File: src/rtl/dbg_pkg.sv
package dbg_pkg;

  typedef enum logic [1:0] {
    KIND_EXEC  = 2'd0,
    KIND_WRITE = 2'd1,
    KIND_PORT  = 2'd2,
    KIND_RDWR  = 2'd3
  } slot_kind_e;

  // Non-linear length code: 2 selects the widest region.
  function automatic logic [3:0] span_bytes(input logic [1:0] code);
    case (code)
      2'd0:    span_bytes = 4'd1;
      2'd1:    span_bytes = 4'd2;
      2'd2:    span_bytes = 4'd8;
      default: span_bytes = 4'd4;
    endcase
  endfunction

endpackage

File: src/rtl/dbg_rst_sync.sv
module dbg_rst_sync (
  input  logic clk,
  input  logic rst_n,
  output logic rst_sync_n
);
  logic meta_q;

  always_ff @(posedge clk or negedge rst_n) begin
    if (!rst_n) begin
      meta_q     <= 1'b0;
      rst_sync_n <= 1'b0;
    end else begin
      meta_q     <= 1'b1;
      rst_sync_n <= meta_q;
    end
  end
endmodule

File: src/rtl/dbg_regs.sv
module dbg_regs #(
  parameter int          SLOTS      = 4,
  parameter int          AW         = 32,
  parameter int          DW         = 32,
  parameter logic [31:0] FIXED_ONES = 32'h0000_0400,
  localparam int         SEL_W      = $clog2(SLOTS + 2)
) (
  input  logic                     clk,
  input  logic                     rst_n,
  input  logic                     wr_en,
  input  logic [SEL_W-1:0]         wr_sel,
  input  logic [DW-1:0]            wr_data,
  output logic [SLOTS-1:0][AW-1:0] addr_q,
  output logic [DW-1:0]            ctrl_q
);
  localparam logic [DW-1:0] FIX = DW'(FIXED_ONES);

  logic [SLOTS-1:0] addr_en;
  logic             ctrl_en;
  logic [DW-1:0]    ctrl_d;

  always_comb begin
    for (int i = 0; i < SLOTS; i++) begin
      addr_en[i] = wr_en && (wr_sel == SEL_W'(i));
    end
    ctrl_en = wr_en && (wr_sel == SEL_W'(SLOTS));
    ctrl_d  = wr_data | FIX;
  end

  always_ff @(posedge clk or negedge rst_n) begin
    if (!rst_n) begin
      addr_q <= '0;
      ctrl_q <= FIX;
    end else begin
      for (int i = 0; i < SLOTS; i++) begin
        if (addr_en[i]) addr_q[i] <= wr_data[AW-1:0];
      end
      if (ctrl_en) ctrl_q <= ctrl_d;
    end
  end
endmodule

File: src/rtl/dbg_slot_cmp.sv
module dbg_slot_cmp
  import dbg_pkg::*;
#(
  parameter int AW = 32
) (
  input  logic          en_local,
  input  logic          en_global,
  input  logic [1:0]    kind,
  input  logic [1:0]    len_code,
  input  logic [AW-1:0] slot_addr,
  input  logic          fetch_valid,
  input  logic [AW-1:0] fetch_addr,
  input  logic          dacc_valid,
  input  logic [AW-1:0] dacc_addr,
  input  logic [1:0]    dacc_size,
  input  logic          dacc_write,
  output logic          hit,
  output logic          enabled
);
  typedef logic [AW:0] ext_t;

  ext_t slot_lo, slot_hi, acc_lo, acc_hi, span, acc_len;
  logic overlap;

  always_comb begin
    span    = ext_t'(span_bytes(len_code));
    acc_len = ext_t'(4'd1 << dacc_size);
    slot_lo = {1'b0, slot_addr} & ~(span - ext_t'(1));
    slot_hi = slot_lo + span - ext_t'(1);
    acc_lo  = {1'b0, dacc_addr};
    acc_hi  = acc_lo + acc_len - ext_t'(1);
    overlap = (acc_lo <= slot_hi) && (slot_lo <= acc_hi);
    enabled = en_local | en_global;
    case (slot_kind_e'(kind))
      KIND_EXEC:  hit = fetch_valid && (fetch_addr == slot_addr);
      KIND_WRITE: hit = dacc_valid && dacc_write && overlap;
      KIND_RDWR:  hit = dacc_valid && overlap;
      default:    hit = 1'b0;
    endcase
  end
endmodule

File: src/rtl/dbg_status.sv
module dbg_status #(
  parameter int SLOTS    = 4,
  parameter int DW       = 32,
  parameter int STEP_BIT = 14,
  localparam int SEL_W   = $clog2(SLOTS + 2)
) (
  input  logic             clk,
  input  logic             rst_n,
  input  logic [SLOTS-1:0] hit_vec,
  input  logic [SLOTS-1:0] en_vec,
  input  logic             step_pulse,
  input  logic             wr_en,
  input  logic [SEL_W-1:0] wr_sel,
  input  logic [DW-1:0]    wr_data,
  output logic [DW-1:0]    status_q,
  output logic             exc_q
);
  logic          update;
  logic          wr_hit;
  logic [DW-1:0] status_d;

  always_comb begin
    update   = step_pulse || (|(hit_vec & en_vec));
    wr_hit   = wr_en && (wr_sel == SEL_W'(SLOTS + 1));
    status_d = status_q;
    if (update) begin
      status_d[SLOTS-1:0] = hit_vec;
      if (step_pulse) status_d[STEP_BIT] = 1'b1;
    end
    if (wr_hit) status_d = wr_data;
  end

  always_ff @(posedge clk or negedge rst_n) begin
    if (!rst_n) begin
      status_q <= '0;
      exc_q    <= 1'b0;
    end else begin
      exc_q <= update;
      if (update || wr_hit) status_q <= status_d;
    end
  end
endmodule

File: src/rtl/dbg_match_unit.sv
module dbg_match_unit #(
  parameter int          SLOTS      = 4,
  parameter int          AW         = 32,
  parameter int          DW         = 32,
  parameter int          FIELD_BASE = 16,
  parameter int          STEP_BIT   = 14,
  parameter logic [31:0] FIXED_ONES = 32'h0000_0400,
  localparam int         SEL_W      = $clog2(SLOTS + 2)
) (
  input  logic             clk,
  input  logic             rst_n,
  input  logic             fetch_valid,
  input  logic [AW-1:0]    fetch_addr,
  input  logic             dacc_valid,
  input  logic [AW-1:0]    dacc_addr,
  input  logic [1:0]       dacc_size,
  input  logic             dacc_write,
  input  logic             step_pulse,
  input  logic             reg_wr_en,
  input  logic [SEL_W-1:0] reg_wr_sel,
  input  logic [DW-1:0]    reg_wr_data,
  input  logic [SEL_W-1:0] reg_rd_sel,
  output logic [DW-1:0]    reg_rd_data,
  output logic [DW-1:0]    status_q,
  output logic             dbg_exc
);
  logic                     rst_core_n;
  logic [SLOTS-1:0][AW-1:0] addr_q;
  logic [DW-1:0]            ctrl_q;
  logic [SLOTS-1:0]         hit_vec;
  logic [SLOTS-1:0]         en_vec;

  dbg_rst_sync u_rst (
    .clk        (clk),
    .rst_n      (rst_n),
    .rst_sync_n (rst_core_n)
  );

  dbg_regs #(
    .SLOTS(SLOTS), .AW(AW), .DW(DW), .FIXED_ONES(FIXED_ONES)
  ) u_regs (
    .clk     (clk),
    .rst_n   (rst_core_n),
    .wr_en   (reg_wr_en),
    .wr_sel  (reg_wr_sel),
    .wr_data (reg_wr_data),
    .addr_q  (addr_q),
    .ctrl_q  (ctrl_q)
  );

  for (genvar g = 0; g < SLOTS; g++) begin : g_slot
    dbg_slot_cmp #(.AW(AW)) u_cmp (
      .en_local    (ctrl_q[2*g]),
      .en_global   (ctrl_q[2*g+1]),
      .kind        (ctrl_q[FIELD_BASE+4*g +: 2]),
      .len_code    (ctrl_q[FIELD_BASE+4*g+2 +: 2]),
      .slot_addr   (addr_q[g]),
      .fetch_valid (fetch_valid),
      .fetch_addr  (fetch_addr),
      .dacc_valid  (dacc_valid),
      .dacc_addr   (dacc_addr),
      .dacc_size   (dacc_size),
      .dacc_write  (dacc_write),
      .hit         (hit_vec[g]),
      .enabled     (en_vec[g])
    );
  end

  dbg_status #(
    .SLOTS(SLOTS), .DW(DW), .STEP_BIT(STEP_BIT)
  ) u_status (
    .clk        (clk),
    .rst_n      (rst_core_n),
    .hit_vec    (hit_vec),
    .en_vec     (en_vec),
    .step_pulse (step_pulse),
    .wr_en      (reg_wr_en),
    .wr_sel     (reg_wr_sel),
    .wr_data    (reg_wr_data),
    .status_q   (status_q),
    .exc_q      (dbg_exc)
  );

  always_comb begin
    reg_rd_data = '0;
    for (int i = 0; i < SLOTS; i++) begin
      if (reg_rd_sel == SEL_W'(i)) reg_rd_data = DW'(addr_q[i]);
    end
    if (reg_rd_sel == SEL_W'(SLOTS))     reg_rd_data = ctrl_q;
    if (reg_rd_sel == SEL_W'(SLOTS + 1)) reg_rd_data = status_q;
  end
endmodule

File: config.mk
export PLATFORM = sky130hd
export DESIGN_NAME = dbg_match_unit
export DESIGN_NICKNAME = d
export VERILOG_FILES = /design/src/rtl/dbg_pkg.sv /design/src/rtl/dbg_rst_sync.sv /design/src/rtl/dbg_regs.sv /design/src/rtl/dbg_slot_cmp.sv /design/src/rtl/dbg_status.sv /design/src/rtl/dbg_match_unit.sv
export SDC_FILE = /design/constraint.sdc
export NUM_CORES = 1
export LEC_CHECK = 0
export ABC_AREA = 0
export BUFFER_PORTS_ARGS = -buffer_cell sky130_fd_sc_hd__buf_2
export CAP_MARGIN = 0
export CORE_AREA = 5 5 192 240
export CTS_CLUSTER_DIAMETER = 40
export DETAILED_ROUTE_END_ITERATION = 16
export DIE_AREA = 0 0 197 245
export MAX_ROUTING_LAYER = met4
export PLACE_DENSITY = 0.77
export SETUP_SLACK_MARGIN = 0.02
export SYNTH_ARGS = -nofsm -noshare
export SYNTH_HDL_FRONTEND = slang
export SYNTH_SLANG_ARGS = --single-unit
File: constraint.sdc
create_clock -name clk -period 5.4 [get_ports clk]
set_input_delay 1.08 -clock clk [delete_from_list [all_inputs] [get_ports clk]]
set_output_delay 1.08 -clock clk [all_outputs]
set_load 0.01 [all_outputs]
==> flow_metrics.py, run 1 <==
metrics = {
    "logic_synthesis": {
        "synthSimpleGateAreaFrac_pct": 15.44,
        "ys_async_sr_fraction_pct": 100.0,
        "syn-num-nets": 3513,
        "synth_cells": 2982,
        "synth_adder_area_share_pct": 21.66,
        "avgSynthCellArea_sq_um": 8.192,
        "ys_seq_area_share_pct": 19.87,
        "synth-edff-count": 0,
        "yosysTopAreaCell": "ha_1",
        "synthDistinctLibCells": 80,
        "synth_warnings": 0,
        "synth_seq_cells": 194,
        "yosys.area.top_type_share_pct": 21.25,
        "synth.mux.area_fraction_pct": 6.878,
        "synth_xor_area_share_pct": 9.967,
        "synth_top_family_by_area": "adder cells",
        "synthFlopType": "dfrtp_1",
        "synth.area.top_cells": "ha_1 (21%), dfrtp_1 (20%), xnor2_1 (5.6%)",
        "netlist_area_sq_um": 24430,
        "synth_compound_area_share_pct": 20.01,
    },
    "timing": {
        "worst_pin_slew_ns": 1.258,
        "holdWs_ns": 0.3120,
        "fin_worst_skew_ns": 0.01943,
        "fin_ws_ns": -1.221,
        "setup_violations": 5,
        "fin_crit_sh_pct": 122.6,
        "rsz0062_at_grt": "true",
        "finalHoldViolations": 0,
        "drv_slew": 0,
        "fin_crit_ns": 6.621,
        "relSlewSlack_pct": 15.79,
        "fmax_ghz": 0.1510,
    },
    "worst_hold_path": {
        "hold_class": "register to asynchronous set/reset pin",
    },
    "grt": {
        "gr-total-overflow": 0,
        "grt_start_max_net_pins": 87,
        "grt_pass1_wl_um": 166700,
        "track_usage_pct": 47.74,
        "grt_pass1_vias": 26929,
        "grt_antenna_before_repair": 5,
    },
    "final_layout": {
        "design_area_sq_um": 31050,
        "area.growth.synth_to_final_pct": 27.10,
        "final_common_cell": "buf_4",
        "drive_gt1_share_pct": 27.92,
        "mostFrequentLayoutCells": "buf_4 (590), ha_1 (408), nand2_1 (282), inv_1 (215), a21oi_1 (207)",
        "stdcell_count": 4180,
        "nets": 4121,
    },
    "status": {
        "violations": "negative setup slack",
        "outcome": "complete, but fails checks",
    },
    "placed_design": {
        "dp.cells": 4120,
        "post-dp-hpwl_um": 93890,
        "io_buffers": 175,
        "post_dp_cell_area_sq_um": 29820,
        "place_worst_setup_slack_ns": -1.742,
        "gp_congestion": 1.117,
    },
    "clock_network": {
        "cts_tree": "yes",
        "holdBufCountCts": 0,
        "cts_buffers": 17,
        "clk_latency_ns": 0.50,
        "clk_pin_slew_ns": 0.08,
        "cts.sinks": 194,
        "clockBufferDepth": 2,
        "h-tree-depth": 4,
        "cts_root_buf": "clkbuf_16",
    },
    "critical_path": {
        "reg2reg_to": "u_status.status_q[2]$_DFFE_PN0P_",
        "cp_max_fo": 5,
        "rrSetupSlack_ns": -1.22,
        "startpoint_type": "register",
        "critPathRequiredTime_ns": 5.82,
        "crit_type": "register to register",
        "crit_cells": 29,
        "cpPeakStageDelay_ns": 0.45,
        "reg2regPathDepth": 29,
        "cp_top_family": "compound AO/OA/AOI/OAI gates",
        "r2r-start": "u_regs.ctrl_q[30]$_DFFE_PN0P_",
        "critPathBufInv": 1,
        "crit_slowest_cell": "dfrtp_2",
        "crit_top_cell": "nand2b_1",
        "worstPathArrival_ns": 7.04,
        "crit_path_end_kind": "register",
    },
    "drt": {
        "viasPerCell": 6.396,
        "dr.pass1.iters": 6,
        "wl_per_cell_um": 27.38,
        "vias": 26734,
        "wl_um": 114500,
        "ant_nets": 0,
        "drt_iter0_drc": 2653,
        "drc": 0,
    },
    "power": {
        "p_leak_uw": 0.01567,
        "finalPower_uw": 14450,
        "ir_drop_mv": 0.3120,
        "power_density_nw_per_um2": 465.4,
    },
    "die": {
        "start_util_pct": 55.92,
        "die_w_um": 197,
        "fp-row-count": 86,
        "ios": 176,
        "dieHeight_um": 245,
        "die-area_sq_um": 48270,
        "fp.coreArea_sq_um": 43690,
    },
    "job": {
        "drv_cap": 0,
    },
}
[worst max-delay path by stage]
stage | start | endpoint
2_1_floorplan | dacc_size[1] | u_status.status_q[2]$_DFFE_PN0P_
3_3_place_gp | u_regs.ctrl_q[30]$_DFFE_PN0P_ | u_status.status_q[2]$_DFFE_PN0P_
3_5_place_dp | u_regs.ctrl_q[30]$_DFFE_PN0P_ | u_status.status_q[2]$_DFFE_PN0P_
4_1_cts | u_regs.ctrl_q[30]$_DFFE_PN0P_ | u_status.status_q[2]$_DFFE_PN0P_
5_1_grt | u_regs.ctrl_q[30]$_DFFE_PN0P_ | u_status.status_q[2]$_DFFE_PN0P_
6_report | u_regs.ctrl_q[30]$_DFFE_PN0P_ | u_status.status_q[2]$_DFFE_PN0P_
[kinds of logic (layout without fill, tap and decap cells)]
group / count (synthesis) / count (layout)
AOI/OAI and AO/OA: 768 / 768
xor gates and xnor gates: 278 / 278
adders and majority gates: 420 / 420
buffers and inverters: 400 / 1021
DFF: 194 / 194
muxes: 148 / 148
other: 1 / 6
and+or+nand+nor: 773 / 773
[layout make-up]
type	instances	area, sq um
timing repair buffer	771	5423
multi-input combinational	2388	18610
inverter	218	818.3
sequential	194	4866
clock buffer	18	439.2
antenna	5	12.51
clock inverter	14	167.7
tap	572	715.7
fill	3487	12640
[power by group]
part           total (uW)  internal, uW  switching [uW]
Combinational       10800          4970            5840
Sequential           2250          1760             485
Clock                1400           676             723
[synthesized netlist by cell type (41+ instances only)]
master / count
xnor2_1: 156
mux2_2: 79
inv_1: 218
nand2_1: 284
o21ai_0: 194
nand3_1: 41
ha_1: 415
nand4_1: 80
xor2_1: 122
nand2b_1: 49
dfrtp_1: 194
nor2_1: 122
mux2i_1: 61
nor3_1: 50
a21o_1: 126
a21oi_1: 220
clkbuf_1: 174
[metrics by stage]
step	utilization, %	TNS (ns)
2_1_floorplan	-	-3.733
3_3_place_gp	68.25	-7.586
3_5_place_dp	68.25	-8.117
4_1_cts	70.37	-5.237
5_1_grt	71.08	-6.671
6_report	71.08	-5.635
[layer usage]
layer	GRT usage [%]	vias to the layer above	wire length (um)
li1	-	11846	-
met1	51.75	12633	39760
met2	72.78	1598	50130
met3	8.828	657	9570
met4	45.55	0	15010
met5	-	-	0
[worst reg2reg max path, delay by kind of cell, from the launching register on]
family | cells | cell delay (ns)
AND/OR/NAND/NOR | 9 | 1.69
multiplexers | 1 | 0.34
flip-flops | 1 | 0.45
XOR/XNOR | 2 | 0.32
AO/OA/AOI/OAI | 13 | 2.75
adder cells (fa/ha/maj) | 3 | 0.83
buffers and inverters | 1 | 0.18
[state kept, by name, indices dropped and copies added (netlist names)]
signal             flops
u_status.exc_q         1
u_status.status_q     32
u_regs.ctrl_q         31
u_rst.rst_sync_n       1
u_regs.addr_q        128
u_rst.meta_q           1
[repair_timing]
action,4_1_cts,5_1_grt
resized for setup,54,40
pin swaps,34,30
gates cloned,0,0
setup endpoints to repair,5,5
setup buffers,12,12
Power figures use the tool's default switching activity.
==> run 2, diff against run 1 <==
- CORE_AREA: 5 5 192 240 -> 3 3 190 238
- DIE_AREA: 0 0 197 245 -> 0 0 193 241
- SKIP_CTS_REPAIR_TIMING: default -> 1
==> flow_metrics.py, run 2 (synthesis results as in run 1) <==
metrics = {
    "status": {
        "outcome": "complete, but fails checks",
        "violations": "max-capacitance violations, max-slew violations, negative setup slack",
    },
    "critical_path": {
        "crit_path_end_kind": "register",
        "cp_max_fo": 5,
        "crit_type": "register to register",
        "cp_top_family": "compound AO/OA/AOI/OAI gates",
        "critPathRequiredTime_ns": 5.78,
        "crit_slowest_cell": "dfrtp_2",
        "cpPeakStageDelay_ns": 0.49,
        "worstPathArrival_ns": 7.10,
        "startpoint_type": "register",
        "critPathBufInv": 3,
    },
    "clock_network": {
        "cts_root_buf": "clkbuf_16",
        "clk_latency_ns": 0.50,
        "h-tree-depth": 4,
        "clockBufferDepth": 2,
        "clk_pin_slew_ns": 0.08,
        "cts_buffers": 17,
        "cts.sinks": 194,
        "cts_tree": "yes",
    },
    "grt": {
        "grt_antenna_before_repair": 6,
        "grt_pass1_vias": 26415,
        "grt_pass1_wl_um": 163900,
        "grt_start_max_net_pins": 115,
        "track_usage_pct": 49.90,
        "gr-total-overflow": 0,
    },
    "drt": {
        "drc": 0,
        "ant_nets": 0,
        "drt_iter0_drc": 2996,
        "wl_um": 114700,
        "vias": 26968,
        "viasPerCell": 6.456,
        "dr.pass1.iters": 6,
        "wl_per_cell_um": 27.46,
    },
    "timing": {
        "rsz0062_at_grt": "true",
        "drv_slew": 3,
        "finalHoldViolations": 0,
        "fin_worst_skew_ns": 0.009871,
        "fmax_ghz": 0.1488,
        "holdWs_ns": 0.2614,
        "fin_ws_ns": -1.319,
        "worst_pin_slew_ns": 1.507,
        "setup_violations": 5,
        "relSlewSlack_pct": -1.354,
        "fin_crit_sh_pct": 124.4,
        "fin_crit_ns": 6.719,
        "fin_tns_setup_ns": -6.054,
    },
    "die": {
        "fp.coreArea_sq_um": 43180,
        "dieHeight_um": 241,
        "ios": 176,
        "start_util_pct": 56.58,
        "die_w_um": 193,
        "die-area_sq_um": 46510,
        "fp-row-count": 85,
    },
    "final_layout": {
        "register_area_sq_um": 4861,
        "finish.utilization_pct": 71.69,
        "nets": 4124,
        "largest_reg_flops": 128,
        "top_register": "u_regs.addr_q",
        "drive_gt1_share_pct": 27.65,
        "multiInputGateArea_sq_um": 18520,
        "area.growth.synth_to_final_pct": 26.71,
        "fill_cells": 3423,
        "final_common_cell": "buf_4",
        "largestRegisters": "u_regs.addr_q: 128 flops, u_status.status_q: 32 flops, u_regs.ctrl_q: 31 flops",
        "mostFrequentLayoutCells": "buf_4 (596), ha_1 (410), nand2_1 (282), inv_1 (215), a21oi_1 (207)",
    },
    "power": {
        "comb_power_share_pct": 74.5,
        "seqPwrFrac_pct": 15.5,
        "intPower_uw": 7410,
        "power.share.clock_pct": 10.0,
        "p_leak_uw": 0.01568,
        "p_sw_uw": 7011,
        "swShare_pct": 48.62,
        "power_density_nw_per_um2": 465.9,
        "ir_drop_mv": 0.3796,
    },
    "placed_design": {
        "gp_congestion": 1.190,
        "post-dp-hpwl_um": 93590,
        "io_buffers": 175,
    },
    "worst_hold_path": {
        "hold_class": "register to asynchronous set/reset pin",
    },
    "job": {
        "drv_cap": 1,
    },
}
-- run 2: layer usage --
metal	routed length [um]	up-vias	global-route usage, %
li1	-	11859	-
met3	11660	726	12.16
met2	49230	1817	74.54
met4	16000	0	51.48
met5	0	-	-
met1	37790	12566	52.03
-- run 2: power by group through the flow --
stage	registers (uW)	logic (uW)	clock network (uW)
floorplan	2140	5810	0
global placement	2220	9680	0
detailed placement	2230	10000	0
CTS	2200	10100	1420
global route	2250	11500	1480
finish	2240	10700	1440
-- run 2: final timing paths --
path	from	endpoint	slack, ns	cells after the start
min reg2reg	u_rst.rst_sync_n$_DFF_PN0_	u_regs.addr_q[68]$_DFFE_PN0P_	0.26	0
min in group clk	u_rst.meta_q$_DFF_PN0_	u_rst.rst_sync_n$_DFF_PN0_	0.36	0
max	u_regs.ctrl_q[26]$_DFFE_PN0P_	u_status.status_q[3]$_DFFE_PN0P_	-1.32	30
max in group asynchronous	u_rst.rst_sync_n$_DFF_PN0_	u_regs.addr_q[24]$_DFFE_PN0P_	3.89	1
max reg2reg	u_regs.ctrl_q[26]$_DFFE_PN0P_	u_status.status_q[3]$_DFFE_PN0P_	-1.32	30
min	u_rst.rst_sync_n$_DFF_PN0_	u_regs.addr_q[68]$_DFFE_PN0P_	0.26	0
-- run 2: stage by stage --
step / cells / area, sq um / worst slack (ns) / power [uW]
CTS: 4158 / 30500 / -1.764 / 13750
floorplan: 2982 / 24520 / -0.8618 / 7952
finish: 4177 / 30950 / -1.319 / 14420
detailed placement: 4126 / 29870 / -1.783 / 12250
global placement: 4126 / 29870 / -1.626 / 11900
global route: 4177 / 30950 / -1.540 / 15280
-- run 2: area by class of cell --
class                           count  area share [%]
Antenna cell                        6         0.04850
Clock buffer                       17           1.374
Clock inverter                     15          0.6386
Inverter                          218           2.643
Multi-Input combinational cell   2388           59.84
Sequential cell                   194           15.70
Tap cell                          565           2.284
Timing Repair Buffer              774           17.47
